[config.mk]
export PLATFORM = sky130hd
export DESIGN_NAME = cap_timer16
export DESIGN_NICKNAME = d
export VERILOG_FILES = /design/src/rtl/cap_timer16_pkg.sv /design/src/rtl/ct_sync_edge.sv /design/src/rtl/ct_counter_core.sv /design/src/rtl/ct_cmp_unit.sv /design/src/rtl/cap_timer16.sv
export SDC_FILE = /design/constraint.sdc
export NUM_CORES = 1
export LEC_CHECK = 0
export ABC_AREA = 1
export ABC_CLOCK_PERIOD_IN_PS = 1600
export BUFFER_PORTS_ARGS = -buffer_cell sky130_fd_sc_hd__buf_2
export CORE_MARGIN = 4
export CORE_UTILIZATION = 50
export DETAILED_ROUTE_END_ITERATION = 16
export PLACE_DENSITY = 0.79
export SLEW_MARGIN = 5
export SYNTH_ARGS = -nofsm -noshare
export SYNTH_HDL_FRONTEND = slang
export SYNTH_SLANG_ARGS = --single-unit
[constraint.sdc]
create_clock -name clk -period 1.6 [get_ports clk]
set_input_delay 0.32 -clock clk [delete_from_list [all_inputs] [get_ports clk]]
set_output_delay 0.32 -clock clk [all_outputs]
set_load 0.02 [all_outputs]
[src/rtl/cap_timer16_pkg.sv]
package cap_timer16_pkg;

    localparam int DATA_W = 8;
    localparam int CNT_W  = 2 * DATA_W;
    localparam int ADDR_W = 4;

    typedef enum logic [2:0] {
        CS_STOP     = 3'b000,
        CS_TICK     = 3'b001,
        CS_EXT_FALL = 3'b110,
        CS_EXT_RISE = 3'b111
    } clk_sel_e;

    typedef struct packed {
        logic       cap_src;   // 1: comparator input
        logic       cap_rise;  // 1: rising edge
        logic [2:0] cs;
    } ctrl_t;

    localparam logic [ADDR_W-1:0] A_CNT_LO = 4'd0;
    localparam logic [ADDR_W-1:0] A_CNT_HI = 4'd1;
    localparam logic [ADDR_W-1:0] A_CAP_LO = 4'd2;
    localparam logic [ADDR_W-1:0] A_CAP_HI = 4'd3;
    localparam logic [ADDR_W-1:0] A_CTRL   = 4'd4;
    localparam logic [ADDR_W-1:0] A_FLAGS  = 4'd5;
    localparam int                A_CMP_BASE = 6;

    function automatic logic [ADDR_W-1:0] cmp_lo_addr(input int k);
        return ADDR_W'(A_CMP_BASE + 2 * k);
    endfunction

    function automatic logic [CNT_W-1:0] join_bytes(input logic [DATA_W-1:0] hi,
                                                    input logic [DATA_W-1:0] lo);
        return {hi, lo};
    endfunction

endpackage

[src/rtl/ct_sync_edge.sv]
module ct_sync_edge #(
    parameter int STAGES = 2
) (
    input  logic clk,
    input  logic rst,
    input  logic din,
    output logic rise,
    output logic fall
);
    logic [STAGES-1:0] sh_q;
    logic              last_q;
    logic              level;

    always_ff @(posedge clk) begin
        if (rst) begin
            sh_q   <= '0;
            last_q <= 1'b0;
        end else begin
            sh_q   <= {sh_q[STAGES-2:0], din};
            last_q <= sh_q[STAGES-1];
        end
    end

    assign level = sh_q[STAGES-1];
    assign rise  = level & ~last_q;
    assign fall  = ~level & last_q;

endmodule

[src/rtl/ct_counter_core.sv]
module ct_counter_core
    import cap_timer16_pkg::*;
(
    input  logic              clk,
    input  logic              rst,
    input  logic [2:0]        cs,
    input  logic              tick_en,
    input  logic              ext_rise,
    input  logic              ext_fall,
    input  logic              wr_lo,
    input  logic [DATA_W-1:0] wdata,
    input  logic [DATA_W-1:0] temp,
    output logic [CNT_W-1:0]  cnt,
    output logic              cmp_tick,
    output logic              blocked
);
    logic step;

    always_comb begin
        case (clk_sel_e'(cs))
            CS_TICK:     step = tick_en;
            CS_EXT_FALL: step = ext_fall;
            CS_EXT_RISE: step = ext_rise;
            default:     step = 1'b0;
        endcase
    end

    assign cmp_tick = step & ~wr_lo;

    always_ff @(posedge clk) begin
        if (rst) begin
            cnt     <= '0;
            blocked <= 1'b0;
        end else if (wr_lo) begin
            cnt     <= join_bytes(temp, wdata);
            blocked <= 1'b1;
        end else if (step) begin
            cnt     <= cnt + 1'b1;
            blocked <= 1'b0;
        end
    end

    AST_STOP_HOLD: assert property (@(posedge clk) disable iff (rst)
        (cs == CS_STOP && !wr_lo) |=> $stable(cnt));
    AST_STEP_WRAP: assert property (@(posedge clk) disable iff (rst)
        cmp_tick |=> (cnt == CNT_W'($past(cnt) + 1)));
    AST_LO_WR_LOAD: assert property (@(posedge clk) disable iff (rst)
        wr_lo |=> (cnt == $past({temp, wdata})));
    AST_BLOCK_ONE_STEP: assert property (@(posedge clk) disable iff (rst)
        (blocked && cmp_tick) |=> !blocked);

endmodule

[src/rtl/ct_cmp_unit.sv]
module ct_cmp_unit
    import cap_timer16_pkg::*;
(
    input  logic              clk,
    input  logic              rst,
    input  logic              wr_lo,
    input  logic [DATA_W-1:0] wdata,
    input  logic [DATA_W-1:0] temp,
    input  logic [CNT_W-1:0]  cnt,
    input  logic              cmp_tick,
    input  logic              blocked,
    input  logic              flag_clr,
    output logic [CNT_W-1:0]  value,
    output logic              flag
);
    logic match;

    assign match = cmp_tick & ~blocked & (cnt == value);

    always_ff @(posedge clk) begin
        if (rst) begin
            value <= '0;
            flag  <= 1'b0;
        end else begin
            if (wr_lo)
                value <= join_bytes(temp, wdata);
            if (match)
                flag <= 1'b1;
            else if (flag_clr)
                flag <= 1'b0;
        end
    end

    AST_BLOCKED_NO_SET: assert property (@(posedge clk) disable iff (rst)
        (blocked && !flag) |=> !flag);
    AST_FLAG_STICKY: assert property (@(posedge clk) disable iff (rst)
        (flag && !flag_clr) |=> flag);

endmodule

[src/rtl/cap_timer16.sv]
module cap_timer16
    import cap_timer16_pkg::*;
#(
    parameter int NUM_CMP     = 2,
    parameter int SYNC_STAGES = 2
) (
    input  logic              clk,
    input  logic              rst,
    input  logic [ADDR_W-1:0] bus_addr,
    input  logic              bus_wr,
    input  logic              bus_rd,
    input  logic [DATA_W-1:0] bus_wdata,
    output logic [DATA_W-1:0] bus_rdata,
    input  logic              tick_en,
    input  logic              ext_clk_pin,
    input  logic              cap_pin,
    input  logic              comp_in,
    output logic              cap_flag,
    output logic [NUM_CMP-1:0] cmp_flag
);
    localparam int FLAG_W = NUM_CMP + 1;

    ctrl_t              ctrl_q;
    logic [DATA_W-1:0]  temp_q;
    logic [CNT_W-1:0]   cnt;
    logic [CNT_W-1:0]   cap_q;
    logic [CNT_W-1:0]   cmp_val [NUM_CMP];
    logic               cmp_tick, blocked;
    logic               ext_rise, ext_fall, pin_rise, pin_fall, cmpi_rise, cmpi_fall;
    logic               cap_evt;
    logic [DATA_W-1:0]  rd_mux;
    logic [DATA_W-1:0]  latch_src;
    logic               latch_ld;
    logic               hi_wr;
    logic               cnt_wr_lo, cap_wr_lo, flags_wr;
    logic [NUM_CMP-1:0] cmp_wr_lo;
    logic [FLAG_W-1:0]  flag_vec;

    // Input synchronizers
    ct_sync_edge #(.STAGES(SYNC_STAGES)) u_sync_ext (
        .clk(clk), .rst(rst), .din(ext_clk_pin), .rise(ext_rise), .fall(ext_fall));
    ct_sync_edge #(.STAGES(SYNC_STAGES)) u_sync_cap (
        .clk(clk), .rst(rst), .din(cap_pin), .rise(pin_rise), .fall(pin_fall));
    ct_sync_edge #(.STAGES(SYNC_STAGES)) u_sync_cmp (
        .clk(clk), .rst(rst), .din(comp_in), .rise(cmpi_rise), .fall(cmpi_fall));

    // Write decode
    assign cnt_wr_lo = bus_wr && (bus_addr == A_CNT_LO);
    assign cap_wr_lo = bus_wr && (bus_addr == A_CAP_LO);
    assign flags_wr  = bus_wr && (bus_addr == A_FLAGS);

    always_comb begin
        hi_wr = bus_wr && ((bus_addr == A_CNT_HI) || (bus_addr == A_CAP_HI));
        for (int k = 0; k < NUM_CMP; k++) begin
            cmp_wr_lo[k] = bus_wr && (bus_addr == cmp_lo_addr(k));
            if (bus_wr && (bus_addr == cmp_lo_addr(k) + 1'b1))
                hi_wr = 1'b1;
        end
    end

    // Counter
    ct_counter_core u_core (
        .clk(clk), .rst(rst), .cs(ctrl_q.cs), .tick_en(tick_en),
        .ext_rise(ext_rise), .ext_fall(ext_fall), .wr_lo(cnt_wr_lo),
        .wdata(bus_wdata), .temp(temp_q), .cnt(cnt),
        .cmp_tick(cmp_tick), .blocked(blocked));

    // Compare units
    genvar g;
    generate
        for (g = 0; g < NUM_CMP; g++) begin : g_cmp
            ct_cmp_unit u_cmp (
                .clk(clk), .rst(rst), .wr_lo(cmp_wr_lo[g]),
                .wdata(bus_wdata), .temp(temp_q), .cnt(cnt),
                .cmp_tick(cmp_tick), .blocked(blocked),
                .flag_clr(flags_wr & bus_wdata[g+1]),
                .value(cmp_val[g]), .flag(cmp_flag[g]));
        end
    endgenerate

    // Capture
    always_comb begin
        if (ctrl_q.cap_src)
            cap_evt = ctrl_q.cap_rise ? cmpi_rise : cmpi_fall;
        else
            cap_evt = ctrl_q.cap_rise ? pin_rise : pin_fall;
    end

    always_ff @(posedge clk) begin
        if (rst) begin
            cap_q    <= '0;
            cap_flag <= 1'b0;
        end else begin
            if (cap_wr_lo)
                cap_q <= join_bytes(temp_q, bus_wdata);
            else if (cap_evt)
                cap_q <= cnt;
            if (cap_evt)
                cap_flag <= 1'b1;
            else if (flags_wr && bus_wdata[0])
                cap_flag <= 1'b0;
        end
    end

    // Control register and shared high-byte latch
    always_ff @(posedge clk) begin
        if (rst) begin
            ctrl_q <= '0;
            temp_q <= '0;
        end else begin
            if (bus_wr && (bus_addr == A_CTRL))
                ctrl_q <= ctrl_t'(bus_wdata[4:0]);
            if (hi_wr)
                temp_q <= bus_wdata;
            else if (latch_ld)
                temp_q <= latch_src;
        end
    end

    // Read mux
    assign flag_vec = {cmp_flag, cap_flag};

    always_comb begin
        rd_mux    = '0;
        latch_src = '0;
        latch_ld  = 1'b0;
        case (bus_addr)
            A_CNT_LO: begin rd_mux = cnt[DATA_W-1:0];   latch_src = cnt[CNT_W-1:DATA_W];   latch_ld = 1'b1; end
            A_CNT_HI: rd_mux = temp_q;
            A_CAP_LO: begin rd_mux = cap_q[DATA_W-1:0]; latch_src = cap_q[CNT_W-1:DATA_W]; latch_ld = 1'b1; end
            A_CAP_HI: rd_mux = temp_q;
            A_CTRL:   rd_mux = DATA_W'(ctrl_q);
            A_FLAGS:  rd_mux = DATA_W'(flag_vec);
            default:  rd_mux = '0;
        endcase
        for (int k = 0; k < NUM_CMP; k++) begin
            if (bus_addr == cmp_lo_addr(k)) begin
                rd_mux    = cmp_val[k][DATA_W-1:0];
                latch_src = cmp_val[k][CNT_W-1:DATA_W];
                latch_ld  = 1'b1;
            end else if (bus_addr == cmp_lo_addr(k) + 1'b1) begin
                rd_mux = temp_q;
            end
        end
        latch_ld = latch_ld & bus_rd;
    end

    assign bus_rdata = bus_rd ? rd_mux : '0;

    AST_CAP_LOAD: assert property (@(posedge clk) disable iff (rst)
        (cap_evt && !cap_wr_lo) |=> (cap_q == $past(cnt)));
    AST_CAP_FLAG_SET: assert property (@(posedge clk) disable iff (rst)
        cap_evt |=> cap_flag);
    AST_HI_WR_LATCH: assert property (@(posedge clk) disable iff (rst)
        hi_wr |=> (temp_q == $past(bus_wdata)));

endmodule

## After elaboration in Yosys (flattened, before gate mapping)

Index checks and enable logic that the tools add are counted.

- Register bits after elaboration: 90
- Bits of input ports: 20
- Logic and storage cells: 106

- Reduce and logical (&&, ||, !) cells: 20
- Equal/unequal tests: 14
- Bitwise logic cells: 21
- Muxes and demuxes: 32
- Add/sub/neg operators: 1

Operators by type and width:

| kind | count |
|---|---|
| $mux 8 | 9 |
| $mux 16 | 4 |
| $pmux 8 s5 | 1 |
| $eq 16x16->1 | 2 |
| $add 16x1->16 const B | 1 |
| $eq 4x3->1 const B | 4 |
| $mux 1 | 16 |
| $pmux 8 s2 | 1 |
| $and 1x1->1 | 13 |
| $reduce_bool 2->1 | 6 |
| $logic_and 1x1->1 | 10 |
| $eq 4x2->1 const B | 2 |
| $eq 4x4->1 const B | 2 |
| $not 1->1 | 8 |
| $eq 3x3->1 const B | 2 |
| $eq 4x1->1 const B | 1 |
| $logic_not 4->1 | 1 |
| $reduce_or 2->1 | 2 |
| $eq 3x1->1 const B | 1 |
| $pmux 1 s3 | 1 |
| $logic_or 1x1->1 | 1 |

## Logic depth before layout (Yosys ltp)

Gate-level depths: netlist of the first run.

- Depth in word-level cells: 8
- Depth in mapped cells: 11

## Hierarchy

A second synthesis of the first run with hierarchy kept.

- Cells, all modules: 937
- Area total of the unflattened synthesis: 5766.8 µm²

Modules (own cells, without submodules):

| module | area an instance (µm²) | times used | seq. area each (µm²) | cells an instance |
|---|---|---|---|---|
| cap_timer16 | 2366.0 | 1 | 600.6 | 416 |
| ct_cmp_unit | 950.9 | 2 | 340.3 | 140 |
| ct_counter_core | 1217.4 | 1 | 340.3 | 205 |
| ct_sync_edge | 93.8 | 3 | 60.1 | 12 |

## Least setup slack after synthesis of the first run

No wires, ideal clock.

- Path kind: input -> output
- From: input port bus_addr[2]
- To: output port bus_rdata[7]
- Buffers on the path: 1
- Arrival: 1338 ps
- Setup slack: -58 ps
- Required time: 1280 ps
- Stages: 8
- Path through: nor2_2 -> nand2_1 -> clkinv_2 -> buf_4 -> nand2_1 -> o211ai_1 -> nand3_1 -> a21oi_1

- Longest elaborated chain between the ends: 8

RTL lines:

| what | RTL line | text |
|---|---|---|
| from (decl) | cap_timer16.sv:9 | `input logic [ADDR_W-1:0] bus_addr,` |
| $eq 4x1->1 or $eq 4x2->1 (tied branches) | cap_timer16.sv:127 | `case (bus_addr)` |
| $reduce_or 2->1 (no line) | -- |  |
| $pmux 8 s5 | cap_timer16.sv:127 |  |
| $mux 8 | cap_timer16.sv:141 | `end else if (bus_addr == cmp_lo_addr(k) + 1'b1) begin` |
| $mux 8 | cap_timer16.sv:137 | `if (bus_addr == cmp_lo_addr(k)) begin` |
| $mux 8 | cap_timer16.sv:141 |  |
| $mux 8 * | cap_timer16.sv:137 |  |
| $mux 8 * | cap_timer16.sv:148 | `assign bus_rdata = bus_rd ? rd_mux : '0;` |
| to (decl) | cap_timer16.sv:13 | `output logic [DATA_W-1:0] bus_rdata,` |

Every way passes the cells marked *; elsewhere a longest branch is shown, timed or not.

## Worst setup path in the final report of the first run

- From: input port bus_addr[0]
- To: output port bus_rdata[5]

Same word-level chain as after synthesis.

==> results of run 1 <==
metal layers:
layer  vias up  GRT usage
met3        68     0.0701
met2       432      0.450
met5         -          0
li1       3011          -
met1      2879      0.384
met4         0      0.118
state kept, by name (all words and copies together) (netlist names), 2 cells and up:
| register | flops |
|---|---|
| u_sync_cmp.sh_q | 2 |
| g_cmp.u_cmp.flag | 2 |
| u_sync_cap.sh_q | 2 |
| temp_q | 8 |
| ctrl_q | 5 |
| u_core.cnt | 16 |
| cap_q | 16 |
| u_sync_ext.sh_q | 2 |
| g_cmp.u_cmp.value | 32 |
synth_stat cells:
cell / n / area (um^2)
nand2_1: 255 / 957
nand3_1: 101 / 505
dfxtp_1: 90 / 1800
inv_1: 85 / 319
nor2_1: 83 / 312
a21oi_1: 82 / 410
o21ai_0: 62 / 310
buf_2: 19 / 95.1
clkbuf_1: 16 / 60.1
nand4_1: 16 / 100
xnor2_1: 15 / 131
buf_4: 9 / 67.6
o21ai_1: 9 / 45.0
nand2_2: 8 / 50.1
buf_6: 5 / 56.3
inv_2: 5 / 18.8
nand2_4: 4 / 45.0
nor2_4: 4 / 45.0
o21bai_1: 3 / 22.5
xor2_1: 3 / 26.3
a31oi_1: 2 / 12.5
buf_1: 2 / 7.51
nand3_2: 2 / 20.0
a21oi_2: 1 / 8.76
clkbuf_2: 1 / 5.00
clkinv_1: 1 / 3.75
clkinv_2: 1 / 5.00
ha_1: 1 / 12.5
inv_4: 1 / 6.26
nor2_2: 1 / 6.26
nor3b_1: 1 / 7.51
o211ai_1: 1 / 7.51
power by group through the flow:
stage,Sequential [uW],Combinational (uW),Clock [uW]
CTS,2340,683,1560
detailed placement,2390,622,0
floorplan,2380,379,0
finish,2340,730,1550
global route,2350,781,1650
global placement,2390,614,0
final cells by class:
type	instances	area, um^2
Fill cell	903	3690
Multi-Input combinational cell	654	3260
Sequential cell	90	1830
Timing Repair Buffer	122	1000
Inverter	93	367
Tap cell	136	170
Clock buffer	9	124
Clock inverter	7	62.6
logic make-up (layout without fill, tap and decap cells):
kind of cell,after synthesis,in the layout,synth area share
flip-flops,90,90,0.329
AO/OA/AOI/OAI,160,160,0.149
adder cells (fa/ha/maj),1,1,0.00228
AND/OR/NAND/NOR,475,475,0.374
buffers and inverters,145,231,0.118
XOR/XNOR,18,18,0.0288
worst min-delay path by stage:
stage / from / end / slack [ps] / cells after the start
detailed placement: u_sync_ext.sh_q[0]$_SDFF_PP0_ / u_sync_ext.sh_q[1]$_SDFF_PP0_ / 400 / 2
global placement: u_sync_ext.sh_q[0]$_SDFF_PP0_ / u_sync_ext.sh_q[1]$_SDFF_PP0_ / 390 / 2
floorplan: u_sync_cap.sh_q[0]$_SDFF_PP0_ / u_sync_cap.sh_q[1]$_SDFF_PP0_ / 390 / 2
finish: ext_clk_pin / u_sync_ext.sh_q[0]$_SDFF_PP0_ / 130 / 3
CTS: ext_clk_pin / u_sync_ext.sh_q[0]$_SDFF_PP0_ / 120 / 3
global route: cap_pin / u_sync_cap.sh_q[0]$_SDFF_PP0_ / 130 / 3
repair_timing:
item | CTS | global route
endpoints found under the setup margin | 8 | 18
pin swaps | 16 | 19
endpoints found under the hold margin | 0 | 0
buffers inserted | 10 | 6
resized for setup | 86 | 35
critical path: cells and delay by family:
kind,cells,cell delay [ps]
AND/OR/NAND/NOR,2,320
buffers and inverters,4,610
AO/OA/AOI/OAI,2,240
layout by cell type, fill, tap and decap left out, types with 6 or more instances in the layout:
cell type / Yosys / routed
nand2_1: 255 / 242
nand3_1: 101 / 95
buf_4: 9 / 86
nor2_1: 83 / 77
inv_1: 85 / 75
dfxtp_1: 90 / 73
a21oi_1: 82 / 72
o21ai_0: 62 / 53
buf_2: 19 / 18
nand4_1: 16 / 16
o21ai_1: 9 / 15
xnor2_1: 15 / 15
dfxtp_2: 0 / 14
nand2_2: 8 / 13
inv_2: 5 / 12
nand2_4: 4 / 11
a21oi_2: 1 / 11
buf_6: 5 / 10
nor2_4: 4 / 9
clkbuf_8: 0 / 9
buf_12: 0 / 7
nand3_2: 2 / 6
per-stage QoR:
stage                     hold WS, ps  TNS, ps  area [um^2]  setup slack [ps]  cells
after floorplan                   388        0         5510              4.71    889
after global placement            389    -7280         6190              -256   1080
after detailed placement          399    -8220         6190              -261   1080
after CTS                         117     -921         6670              -154   1105
after global routing              129    -2550         6820              -281   1111
final                             126    -1560         6820              -198   1111
==> flow_summary.toml, run 1 <==
[die]
initial_core_util = 0.522
core_area_mm2 = 0.0105
die_w_um = 113
ios = 31
dieArea_mm2 = 0.0127
num_rows = 37
die_h_um = 113

[outcome]
status = "finished, violations left"
failed_checks = "setup timing"

[global_route]
grt_pass1_vias = 5747
antenna_found_initial = 0
grt_max_degree = 51
grt_pass1_wl_mm = 29.3
gr-total-overflow = 0
grt_usage = 0.289

[sta]
finalHoldViolCount = 0
finalWorstSetupSlack_ps = -198
worst_pin_slew_ps = 510
skew_ps = 7.95
finalSetupViolCount = 11
rsz0062_at_grt = "yes"
drv_slew = 0
relSlewSlack = 0.660
period_needed_ps = 1800
fmax_mhz = 556
timing.final.crit_share = 1.12

[logic_synthesis]
avgSynthCellArea_um2 = 6.17
synth_area_mm2 = 0.00548
ys_types = 32
ys_seq_elements = 90
synth-warning-count = 0
synth_nets = 910
ys_seq_area_frac = 0.329
postSynthCellCount = 889

[pwr]
total_leakage_power_uw = 0.00300
ir_worst_vdd_v = 0.000364
combPwrFrac = 0.158
p_sw_frac = 0.317
seq_power_share = 0.507
clock_power_share = 0.335
powerDensity_mw_per_mm2 = 678
finalPower_uw = 4630
p_sw_uw = 1460
intPower_uw = 3160

[flow_run]
drv_cap = 0

[placement]
finalWeightedCongestion = 0.947
portBuffers = 30
hpwl_mm = 13.0

[cells_and_area]
utilization = 0.649
final_nets = 991
area_growth_pct = 24.4
diodes = 0
drive_above_1_share = 0.237

[setup_path]
r2r-start = "u_core.cnt[1]$_SDFFE_PP0P_"
cpPeakStageDelay_ps = 230
slowest_stage = "nor2_4"
path_max_fanout = 7
critPathLaunch = "bus_addr[0]"
crit_end = "bus_rdata[5]"
arrival_ps = 1480
worst_path_most_repeated_cell = "buf_4"
path_cells = "buf_6 -> nor2_4 -> buf_4 -> nand2_4 -> buf_4 -> o21ai_0 -> a21oi_2 -> buf_4"
r2r-end = "u_core.cnt[9]$_SDFFE_PP0P_"
path_class = "primary input to output port"
ff2ff_setup_slack_ps = -90
reg2reg_depth = 11
critPathLaunchType = "primary input"
worstSetupEndpointType = "output port"
crit_required_ps = 1280

[drt]
drt-vias-per-instance = 5.75
drt-pass1-iter-count = 8
route.met3.wl_mm = 2.39
ant_nets = 0
drc = 0
via_count = 6390
met2_length_mm = 8.45
initialDrtViolationCount = 941
wl_mm = 19.0
m1WireLength_mm = 7.41
top_layer = "met4"
avgRoutedWirePerCell_um = 17.1

[clocking]
htree_levels = 3
insertion_delay_ps = 390
clock_path_buffers = 2
numCtsBuffers = 9
cts-root-buf = "clkbuf_8"
cts_tree = "built"
cts_hold_buf = 0
cts.reportedPaths.clkPinSlew_ps = 90
cts.sinks = 90

[min_path]
hold_class = "primary input to flop"
Note: power is estimated with default switching activity, not from simulation.
==> run 2, diff against run 1 <==
- ABC_AREA: 1 -> not set
- PLACE_DENSITY: 0.79 -> 0.8
==> run 2 against run 1 <==
The flow still finishes with violations (setup timing). Via count fell by 17%. Count of clock-buffer cells in the layout increased by 2. Design area is 5.1% higher. Area after synthesis fell by 8.8%. Critical path depth fell by 2. Setup slack worse by 290 ps. Sequential share of layout area fell by 0.95 points. Sequential power about the same. Critical path type is now flop to output port.
==> flow_summary.toml, run 2 <==
[outcome]
status = "finished, violations left"
failed_checks = "setup timing"

[die]
num_rows = 36
ios = 31
core_area_mm2 = 0.00977
die_h_um = 108
dieArea_mm2 = 0.0117
initial_core_util = 0.511
die_w_um = 108

[setup_path]
cpPeakStageDelay_ps = 330
crit_buf_inv = 2
path_class = "flop to output port"
cp_top_family = "compound AO/OA/AOI/OAI gates"
path_cells = "buf_6 -> mux2_4 -> a22o_1 -> a222oi_1 -> nor2b_2 -> buf_6"
r2r-end = "g_cmp[0].u_cmp.flag$_SDFFE_PP0P_"
reg2reg_depth = 7
crit_required_ps = 1280
worstSetupEndpointType = "output port"
critPathLaunch = "g_cmp[0].u_cmp.value[5]$_SDFFE_PP0P_"
r2r-start = "u_core.cnt[0]$_SDFFE_PP0P_"
slowest_stage = "dfxtp_2"
arrival_ps = 1770
critPathLaunchType = "flop"
path_max_fanout = 2
ff2ff_setup_slack_ps = -330
worst_path_most_repeated_cell = "buf_6"

[sta]
rsz0062_at_grt = "yes"
relSlewSlack = 0.711
period_needed_ps = 2090
finalHoldViolCount = 0
finalSetupViolCount = 27
skew_ps = 8.71
drv_slew = 0
timing.final.crit_share = 1.31
fmax_mhz = 478
finalWorstSetupSlack_ps = -493
worst_pin_slew_ps = 432
setup_tns_ps = -6770

[drt]
avgRoutedWirePerCell_um = 22.8
drt-pass1-iter-count = 6
ant_nets = 0
drc = 0
wl_mm = 19.1
drt-vias-per-instance = 6.34
via_count = 5323
initialDrtViolationCount = 644

[logic_synthesis]
postSynthCellCount = 574
ys_types = 55
yosysTopAreaCellShare = 0.361
yosys-top-cells-count = "dfxtp_1, nor2_1, nand2_1, a21oi_1, mux2i_1"
ys_seq_area_frac = 0.361
ys_seq_elements = 90
synthArstFlopShare = 0
avgSynthCellArea_um2 = 8.71
synth-warning-count = 0
synth_edf_count = 0
yosysMostFrequentCell = "dfxtp_1"
synth_area_mm2 = 0.00500
synth_nets = 595
yosysTopAreaCell = "dfxtp_1"
synth_ff_type = "dfxtp_1"
synth_area_leaders = "dfxtp_1, mux2i_1, xor2_1"

[min_path]
min_from = "comp_in"
worstHoldEndpoint = "u_sync_cmp.sh_q[0]$_SDFF_PP0_"
hold_class = "primary input to flop"
holdPathStages = 2

[placement]
finalWeightedCongestion = 1.04
portBuffers = 30
numPlacedInstances = 793
placed_area_mm2 = 0.00609
hpwl_mm = 11.7

[cells_and_area]
layout_common_cells = "buf_4, dfxtp_1, nor2_1"
fin_area_mm2 = 0.00717
top_register = "g_cmp.u_cmp.value"
fill_cells = 636
drive_above_1_share = 0.437
final_nets = 724
area_growth_pct = 43.4
diodes = 0
final_cells = 840
final_common_cell = "buf_4"
largest_register_ffs = 32
reg.largest.list = "g_cmp.u_cmp.value (32), cap_q (16), u_core.cnt (16)"

[flow_run]
drv_cap = 0

[global_route]
grt_usage = 0.325
gr-total-overflow = 0
grt_max_degree = 34
grt_pass1_vias = 5370
grt_pass1_wl_mm = 29.0
antenna_found_initial = 0

[clocking]
cts_hold_buf = 0
cts-root-buf = "clkbuf_8"
numCtsBuffers = 9
cts_tree = "built"
htree_levels = 3
cts.reportedPaths.clkPinSlew_ps = 90
clock_path_buffers = 2
cts.sinks = 90
insertion_delay_ps = 390

[pwr]
powerDensity_mw_per_mm2 = 664
ir_worst_vdd_v = 0.000833
total_leakage_power_uw = 0.00299
## run 2: changes by cell type in the layout (fill, tap and decap cells not counted), moves of 15 or more
cell and change:
buf_4 +25, nand3_1 -71, a21oi_1 -39, a211oi_2 +15, inv_1 -69, nand2_1 -198
a211oi_1 +19, xor2_1 +24, buf_6 +23, o21ai_0 -48, mux2i_1 +34, a22oi_1 +16
## run 2: cells by family after synthesis
| logic type | synth area share |
|---|---|
| multiplexers | 0.121 |
| AND/OR/NAND/NOR | 0.188 |
| adder cells (fa/ha/maj) | 0.00250 |
| buffers and inverters | 0.0606 |
| XOR/XNOR | 0.0806 |
| flip-flops | 0.361 |
| AO/OA/AOI/OAI | 0.186 |
## run 2: per-stage QoR
step / util / hold WS [ps] / total power [uW] / setup WS (ps)
after floorplan: - / 414 / 2690 / -90.0
after global placement: 0.623 / 416 / 2920 / -364
after detailed placement: 0.623 / 431 / 2940 / -450
after CTS: 0.705 / 134 / 4680 / -485
after global routing: 0.733 / 140 / 4880 / -590
final: 0.733 / 133 / 4760 / -493
## run 2: worst max-delay path by stage
stage                         to  slack, ps  cells after the start
floorplan           bus_rdata[6]        -90                      5
detailed placement  bus_rdata[6]       -450                      7
global placement    bus_rdata[2]       -360                      6
CTS                 bus_rdata[3]       -480                      5
global route        bus_rdata[3]       -590                      5
finish              bus_rdata[5]       -490                      6
## run 2: final cells by class
class,instances,area (um^2),share of cell area
clock buffers,11,141,0.0197
clock inverters,4,76.3,0.0107
inverters,6,22.5,0.00314
multi-input cells,421,3400,0.475
flip-flops and latches,90,1860,0.259
well taps,133,166,0.0232
repair buffers,175,1500,0.210
## run 2: layer usage
layer | track usage | vias to the layer above | part of all wire
li1 | - | 2295 | -
met1 | 0.386 | 2544 | 0.36
met3 | 0.0710 | 119 | 0.089
met4 | 0.179 | 0 | 0.062
met5 | 0 | - | 0
met2 | 0.546 | 365 | 0.49
## run 2: power by group
group | switching [uW] | internal, uW | leakage, uW
clock network | 851 | 917 | 0.000106
registers | 44.8 | 2270 | 0.000743
logic | 384 | 294 | 0.00214
total | 1280 | 3480 | 0.00299
## run 2: repair_timing
action	4_1_cts	5_1_grt
gates resized for setup	97	43
buffers inserted	24	7
pin swaps	58	24
gates cloned	1	0
endpoints found under the setup margin	25	41
